File: src/rtl/rxq_pkg.sv
package rxq_pkg;
  localparam int LS_DR  = 0;
  localparam int LS_OVR = 1;
  localparam int LS_ERR = 7;
  // flags kept per slot: parity(2) frame(3) break(4) receive error(7)
  localparam logic [7:0] TAG_KEEP = 8'h9C;
  localparam logic [7:0] OVR_BITS = 8'h82;

  function automatic logic [7:0] char_keep(input logic [1:0] wlen);
    return 8'((9'd1 << (5 + int'(wlen))) - 9'd1);
  endfunction
endpackage

File: src/rtl/rxq_store.sv
module rxq_store #(
  parameter int SLOTS = 16,
  parameter int AW    = $clog2(SLOTS)
) (
  input  logic          clk,
  input  logic          rst_n,
  input  logic          wr_en,
  input  logic [AW-1:0] wr_idx,
  input  logic [15:0]   wr_data,
  input  logic          wipe_en,
  input  logic [AW-1:0] rd_idx,
  output logic [15:0]   rd_data
);
  logic [15:0] slot_q [SLOTS];

  for (genvar i = 0; i < SLOTS; i++) begin : g_slot
    logic [15:0] slot_d;
    logic        wr_hit, wipe_hit;
    assign wr_hit   = wr_en   && (wr_idx == AW'(i));
    assign wipe_hit = wipe_en && (rd_idx == AW'(i));
    always_comb begin
      slot_d = slot_q[i];
      if (wipe_hit) slot_d[15:8] = 8'h00;
      if (wr_hit)   slot_d = wr_data;   // a new slot wins over the wipe
    end
    always_ff @(posedge clk or negedge rst_n) begin
      if (!rst_n)                  slot_q[i] <= '0;
      else if (wr_hit || wipe_hit) slot_q[i] <= slot_d;
    end
  end

  assign rd_data = slot_q[rd_idx];
endmodule

File: src/rtl/rxq_ctrl.sv
module rxq_ctrl #(
  parameter int SLOTS = 16,
  parameter int AW    = $clog2(SLOTS),
  parameter int CW    = $clog2(SLOTS + 1)
) (
  input  logic          clk,
  input  logic          rst_n,
  input  logic          fifo_en_i,
  input  logic          rx_reset_i,
  input  logic          push_i,
  input  logic          pop_i,
  output logic          flush,
  output logic          accept,
  output logic          pop_ok,
  output logic          overflow,
  output logic          has_entry,
  output logic          empty_next,
  output logic [AW-1:0] head_ptr,
  output logic [AW-1:0] tail_ptr
);
  logic          big_q, big_d;
  logic [AW-1:0] head_q, head_d, tail_q, tail_d;
  logic [CW-1:0] cnt_q, cnt_d, depth;

  function automatic logic [AW-1:0] step_ptr(input logic [AW-1:0] p, input logic big);
    if (!big || p == AW'(SLOTS - 1)) return '0;
    return p + 1'b1;
  endfunction

  assign depth     = big_q ? CW'(SLOTS) : CW'(1);
  assign flush     = rx_reset_i || (fifo_en_i != big_q);
  assign has_entry = (cnt_q != '0);
  assign pop_ok    = pop_i && has_entry && !flush;
  assign accept    = push_i && !flush && ((cnt_q < depth) || pop_ok);
  assign overflow  = push_i && !flush && !accept;

  always_comb begin
    big_d  = big_q;
    head_d = head_q;
    tail_d = tail_q;
    cnt_d  = cnt_q;
    if (flush) begin
      big_d  = fifo_en_i;
      head_d = '0;
      tail_d = '0;
      cnt_d  = '0;
    end else begin
      if (accept) head_d = step_ptr(head_q, big_q);
      if (pop_ok) tail_d = step_ptr(tail_q, big_q);
      cnt_d = cnt_q + CW'(accept) - CW'(pop_ok);
    end
  end

  always_ff @(posedge clk or negedge rst_n) begin
    if (!rst_n) begin
      big_q  <= 1'b0;
      head_q <= '0;
      tail_q <= '0;
      cnt_q  <= '0;
    end else begin
      big_q  <= big_d;
      head_q <= head_d;
      tail_q <= tail_d;
      cnt_q  <= cnt_d;
    end
  end

  assign empty_next = (cnt_d == '0);
  assign head_ptr   = head_q;
  assign tail_ptr   = tail_q;

  a_r1_count_bound: assert property (@(posedge clk) disable iff (!rst_n)
    cnt_q <= depth);
  a_r3_full_holds: assert property (@(posedge clk) disable iff (!rst_n)
    (push_i && !flush && cnt_q == depth && !pop_i) |=> $stable(cnt_q));
  a_r7_flush_empties: assert property (@(posedge clk) disable iff (!rst_n)
    flush |=> (cnt_q == '0 && head_q == '0 && tail_q == '0));
endmodule

File: src/rtl/rxq_status.sv
module rxq_status
  import rxq_pkg::*;
#(
  parameter int TMO_W = 8
) (
  input  logic             clk,
  input  logic             rst_n,
  input  logic             flush,
  input  logic             push_i,
  input  logic             pop_ok,
  input  logic             overflow,
  input  logic             empty_next,
  input  logic             has_entry,
  input  logic [7:0]       head_tag,
  input  logic             lsr_clr_i,
  input  logic             tick_i,
  output logic             ready_o,
  output logic [7:0]       lsr_o,
  output logic [TMO_W-1:0] tmo_o
);
  logic [7:0]       lsr_q, lsr_d;
  logic             dr_q, dr_d;
  logic [TMO_W-1:0] tmo_q, tmo_d;

  always_comb begin
    lsr_d = lsr_clr_i ? 8'h00 : lsr_q;
    if (has_entry) lsr_d = lsr_d | head_tag;
    if (overflow)  lsr_d = lsr_d | OVR_BITS;
    lsr_d[LS_DR] = 1'b0;

    dr_d = dr_q;
    if (flush)                     dr_d = 1'b0;
    else if (push_i)               dr_d = 1'b1;
    else if (pop_ok && empty_next) dr_d = 1'b0;

    tmo_d = tmo_q;
    if (flush || push_i)                      tmo_d = '0;
    else if (tick_i && dr_q && tmo_q != '1)   tmo_d = tmo_q + 1'b1;
  end

  always_ff @(posedge clk or negedge rst_n) begin
    if (!rst_n) begin
      lsr_q <= '0;
      dr_q  <= 1'b0;
      tmo_q <= '0;
    end else begin
      lsr_q <= lsr_d;
      dr_q  <= dr_d;
      tmo_q <= tmo_d;
    end
  end

  assign ready_o = dr_q;
  assign lsr_o   = {lsr_q[7:1], dr_q};
  assign tmo_o   = tmo_q;

  a_r3_overrun_flags: assert property (@(posedge clk) disable iff (!rst_n)
    overflow |=> (lsr_q[LS_OVR] && lsr_q[LS_ERR]));
  a_r4_push_ready: assert property (@(posedge clk) disable iff (!rst_n)
    (push_i && !flush) |=> (dr_q && tmo_q == '0));
  a_r8_tmo_step: assert property (@(posedge clk) disable iff (!rst_n)
    (tick_i && dr_q && !push_i && !flush && tmo_q != '1) |=> (tmo_q == $past(tmo_q) + 1'b1));
  a_r9_overrun_sticky: assert property (@(posedge clk) disable iff (!rst_n)
    (lsr_q[LS_OVR] && !lsr_clr_i) |=> lsr_q[LS_OVR]);
endmodule

File: src/rtl/uart_rx_tagq.sv
module uart_rx_tagq
  import rxq_pkg::*;
#(
  parameter int SLOTS = 16,
  parameter int TMO_W = 8
) (
  input  logic             clk,
  input  logic             rst_n,
  input  logic             fifo_en_i,
  input  logic             rx_reset_i,
  input  logic [1:0]       wlen_i,
  input  logic             push_i,
  input  logic [7:0]       push_char_i,
  input  logic [7:0]       push_stat_i,
  input  logic             pop_i,
  input  logic             tick_i,
  input  logic             lsr_clr_i,
  output logic [7:0]       head_char_o,
  output logic             data_ready_o,
  output logic             overrun_o,
  output logic [TMO_W-1:0] timeout_o,
  output logic [7:0]       line_stat_o
);
  localparam int AW = $clog2(SLOTS);

  logic [1:0]    rst_sync_q;
  logic          rst_int_n;
  logic          flush, accept, pop_ok, overflow, has_entry, empty_next;
  logic [AW-1:0] head_ptr, tail_ptr;
  logic [15:0]   wr_data, rd_data;

  always_ff @(posedge clk or negedge rst_n) begin
    if (!rst_n) rst_sync_q <= 2'b00;
    else        rst_sync_q <= {rst_sync_q[0], 1'b1};
  end
  assign rst_int_n = rst_sync_q[1];

  assign wr_data = {push_stat_i & TAG_KEEP, push_char_i & char_keep(wlen_i)};

  rxq_ctrl #(.SLOTS(SLOTS)) u_ctrl (
    .clk(clk), .rst_n(rst_int_n), .fifo_en_i(fifo_en_i), .rx_reset_i(rx_reset_i),
    .push_i(push_i), .pop_i(pop_i), .flush(flush), .accept(accept), .pop_ok(pop_ok),
    .overflow(overflow), .has_entry(has_entry), .empty_next(empty_next),
    .head_ptr(head_ptr), .tail_ptr(tail_ptr)
  );

  rxq_store #(.SLOTS(SLOTS)) u_store (
    .clk(clk), .rst_n(rst_int_n), .wr_en(accept), .wr_idx(head_ptr), .wr_data(wr_data),
    .wipe_en(has_entry), .rd_idx(tail_ptr), .rd_data(rd_data)
  );

  rxq_status #(.TMO_W(TMO_W)) u_status (
    .clk(clk), .rst_n(rst_int_n), .flush(flush), .push_i(push_i), .pop_ok(pop_ok),
    .overflow(overflow), .empty_next(empty_next), .has_entry(has_entry),
    .head_tag(rd_data[15:8]), .lsr_clr_i(lsr_clr_i), .tick_i(tick_i),
    .ready_o(data_ready_o), .lsr_o(line_stat_o), .tmo_o(timeout_o)
  );

  assign head_char_o = has_entry ? rd_data[7:0] : 8'h00;
  assign overrun_o   = line_stat_o[LS_OVR];

  a_r6_tag_once: assert property (@(posedge clk) disable iff (!rst_int_n)
    (has_entry && !accept) |=> (rd_data[15:8] == 8'h00 || !$stable(tail_ptr)));
  a_r2_empty_head_zero: assert property (@(posedge clk) disable iff (!rst_int_n)
    !has_entry |-> head_char_o == 8'h00);
endmodule

File: config.mk
export PLATFORM = sky130hd
export DESIGN_NAME = uart_rx_tagq
export DESIGN_NICKNAME = d
export VERILOG_FILES = /design/src/rtl/rxq_pkg.sv /design/src/rtl/rxq_store.sv /design/src/rtl/rxq_ctrl.sv /design/src/rtl/rxq_status.sv /design/src/rtl/uart_rx_tagq.sv
export SDC_FILE = /design/constraint.sdc
export NUM_CORES = 1
export LEC_CHECK = 0
export ABC_AREA = 0
export BUFFER_PORTS_ARGS = -buffer_cell sky130_fd_sc_hd__buf_2
export CORE_MARGIN = 3
export CORE_UTILIZATION = 50
export CTS_CLUSTER_DIAMETER = 40
export DETAILED_ROUTE_END_ITERATION = 8
export HOLD_SLACK_MARGIN = 0.12
export PLACE_DENSITY = 0.7
export SYNTH_ARGS = -nofsm -noshare
export SYNTH_HDL_FRONTEND = slang
export SYNTH_SLANG_ARGS = --single-unit
export TNS_END_PERCENT = 10
File: constraint.sdc
create_clock -name clk -period 6.15 [get_ports clk]
set_input_delay 0.9225 -clock clk [delete_from_list [all_inputs] [get_ports clk]]
set_output_delay 0.9225 -clock clk [all_outputs]
set_load 0.01 [all_outputs]
==> reports/qor.txt <==
Status - complete, no violations
Clock network power share - 0.523
Flop pwr share - 0.417
Pleak - 6.287 nW
DIE HEIGHT - 157.1 µm
Synth Cell Area - 11420 µm²
Synthesized area per cell - 13.92 µm²
Net Sw Frac - 0.2314
DR pass1 iterations - 5
RSZ-0062 raised after global routing - false
Min-delay worst type - in2async
Drt wl/cell - 21.99 µm
Yosys top cell area share - 0.4866
Number of core rows - 54
Largest net degree at the start of global routing - 191
Initial Util - 0.5151
Routed Antenna Nets - 0
Fin util - 0.5821
Combinational Power Share - 0.060
Post-synth cell types - 66
RR Startpoint - u_ctrl.cnt_q[2]$_DFF_PN0_
Synth Instances - 820
Root Buffer - clkbuf_16
Final HPWL DP - 15530 µm
Vias per cell - 5.982
Htree depth - 2
Clock skew - 0.01752 ns
Clock sinks - 222
DRT iter0 DRCs - 432
Via Count - 6897
Clock-pin slew on the worst setup and hold paths - 0.05 ns
Hold Vio Cnt, Final - 0
Count leader, synth - dfrtp_1
Clk_lat worst skew - 0.50 ns
Overflow after GRT - 0
Core region area - 22160 µm²
Fin area - 12900 µm²
Fmax - 262.2 MHz
Peak supply drop - 205.2 µV
Initial antenna violation count - 0
Placed insts - 1095
Post-route DRC - 0
CTS tree - done
Largest fanout on the critical path - 15
Final wirelength - 25360 µm
Pre-CTS WS - 2.663 ns
Final worst slack - 2.336 ns
Worst r2r path cells - 13
Worst R2R Setup Slack - 2.65 ns
Synth top area cells - dfrtp_1, mux2_2, mux4_2
Max Root-Sink Buffers - 3
Top cells by count, synth - dfrtp_1, mux2_2, mux2i_1
Worst hold slack - 0.2099 ns
Post-synth EDFFs - 0
Post-CTS sizing - 0
Synth Register Bits - 222
RePlAce Congestion - 0.7945
Post-synth ARST share - 1.000
First-pass GRT wire length - 40630 µm
PwrDens - 283.8 nW/µm²
DIE AREA - 24680 µm²
Switch Pwr - 847.2 µW
Final setup vio count - 0
Vias in the first global route - 7194
Worst path arrival time - 2.89 ns
RR Endpoint - u_status.ready_o$_DFFE_PN0P_
CP required - 5.23 ns
Sequential-to-total area share from yosys stat - 0.4866
Int Pwr - 2.815 mW
GRT Total Usage - 0.2104
Clock buffer count from CTS - 34
Final critical-path share of the clock period - 0.6201
Synth Warn # - 0
Final Power - 3.662 mW
Die X - 157.1 µm
Top cell type by total area after synthesis - dfrtp_1
Layout cells sized above 1 - 0.3906
Max_slew headroom - 0.2377
Layout area overhead - 13.01%
Nets - 896
Placed Area - 11770 µm²
Worst Setup Start Kind - register
Maxcap violations - 0
Final setup TNS - 0 ns
CP Capture Type - output pin
Post-CTS Hold Buffers - 0
Crit path kind - reg2out
IO Pins - 52
N_diodes - 0
Final min period - 3.814 ns
Primary FF master, synth - dfrtp_1
Worst Tran Pin Value - 1.143 ns
Finished Layout Cells - 1153
Final count of pins violating max slew - 0
Post-CTS setup buffer count - 0
Port Buffers - 45
-- flip-flops by register name (all words and copies together) (netlist names) --
register and cells:
u_store.slot_q 192, u_status.tmo_o 8, u_ctrl.cnt_q 5, u_status.lsr_q 5
u_ctrl.head_ptr 4, u_ctrl.tail_ptr 4, rst_sync_q 2, u_ctrl.big_q 1
u_status.ready_o 1
-- logic make-up (layout without fill, tap and decap cells) --
logic type               after synthesis  in the layout  share of synthesized area
adder cells (fa/ha/maj)               19             19                    0.02148
AO/OA/AOI/OAI                         98             98                    0.07749
multiplexers                         261            261                     0.3090
flip-flops                           222            222                     0.4866
buffers and inverters                 89            139                    0.04428
other                                  2              5                  0.0006579
AND/OR/NAND/NOR                      118            118                    0.05206
XOR/XNOR                              11             11                   0.008440
-- worst max path at each step --
stage | endpoint | slack (ns) | from
2_1_floorplan | u_ctrl.big_q$_DFFE_PN0N_ | 2.50 | rst_sync_q[1]$_DFF_PN0_
3_3_place_gp | u_status.ready_o$_DFFE_PN0P_ | 2.67 | u_ctrl.cnt_q[2]$_DFF_PN0_
3_5_place_dp | u_status.ready_o$_DFFE_PN0P_ | 2.66 | u_ctrl.cnt_q[2]$_DFF_PN0_
4_1_cts | head_char_o[7] | 2.39 | u_ctrl.cnt_q[2]$_DFF_PN0_
5_1_grt | head_char_o[4] | 2.23 | u_ctrl.cnt_q[2]$_DFF_PN0_
6_report | head_char_o[7] | 2.34 | u_ctrl.cnt_q[2]$_DFF_PN0_
-- layer usage --
layer | track usage | vias up | wire length, µm
li1 | - | 3091 | -
met1 | 0.2977 | 3601 | 11610
met2 | 0.3406 | 162 | 12070
met3 | 0.03629 | 43 | 1141
met4 | 0.05537 | 0 | 537
met5 | 0 | - | 0
-- cells in the final DEF, fill, tap and decap left out, drive strengths merged, types with 4 or more instances in the layout --
cell	count
dfrtp	222
mux2	161
buf	58
mux2i	52
mux4	48
nand2	42
clkbuf	42
a21boi	32
inv	27
ha	18
nor2	17
nand3	14
o2111ai	12
nand4	9
a21oi	9
nor2b	9
o22ai	9
xnor2	8
clkinv	7
o21ai	6
conb	5
nor3	5
a2111oi	5
and2	5
a221oi	4
-- power groups by stage --
stage,logic [mW],clock network (mW),registers [mW]
detailed placement,0.222,0,1.55
global route,0.241,2.02,1.53
CTS,0.223,1.96,1.53
finish,0.219,1.92,1.53
floorplan,0.142,0,1.56
global placement,0.219,0,1.55
-- cell type report --
| class | count | area (µm²) |
|---|---|---|
| clock inverter | 16 | 192.7 |
| timing repair buffer | 58 | 335.3 |
| fill | 1793 | 9260 |
| clock buffer | 42 | 942.2 |
| sequential | 222 | 5564 |
| multi-input combinational | 512 | 5430 |
| inverter | 23 | 86.33 |
| tap | 280 | 350.3 |
-- worst max-delay path: stages (launching register included) --
cell,delay [ns]
dfrtp_1,0.37
inv_1,0.14
ha_1,0.19
or4b_1,0.72
nand2_1,0.51
o22ai_1,0.25
buf_2,0.21
Power figures use the tool's default switching activity.
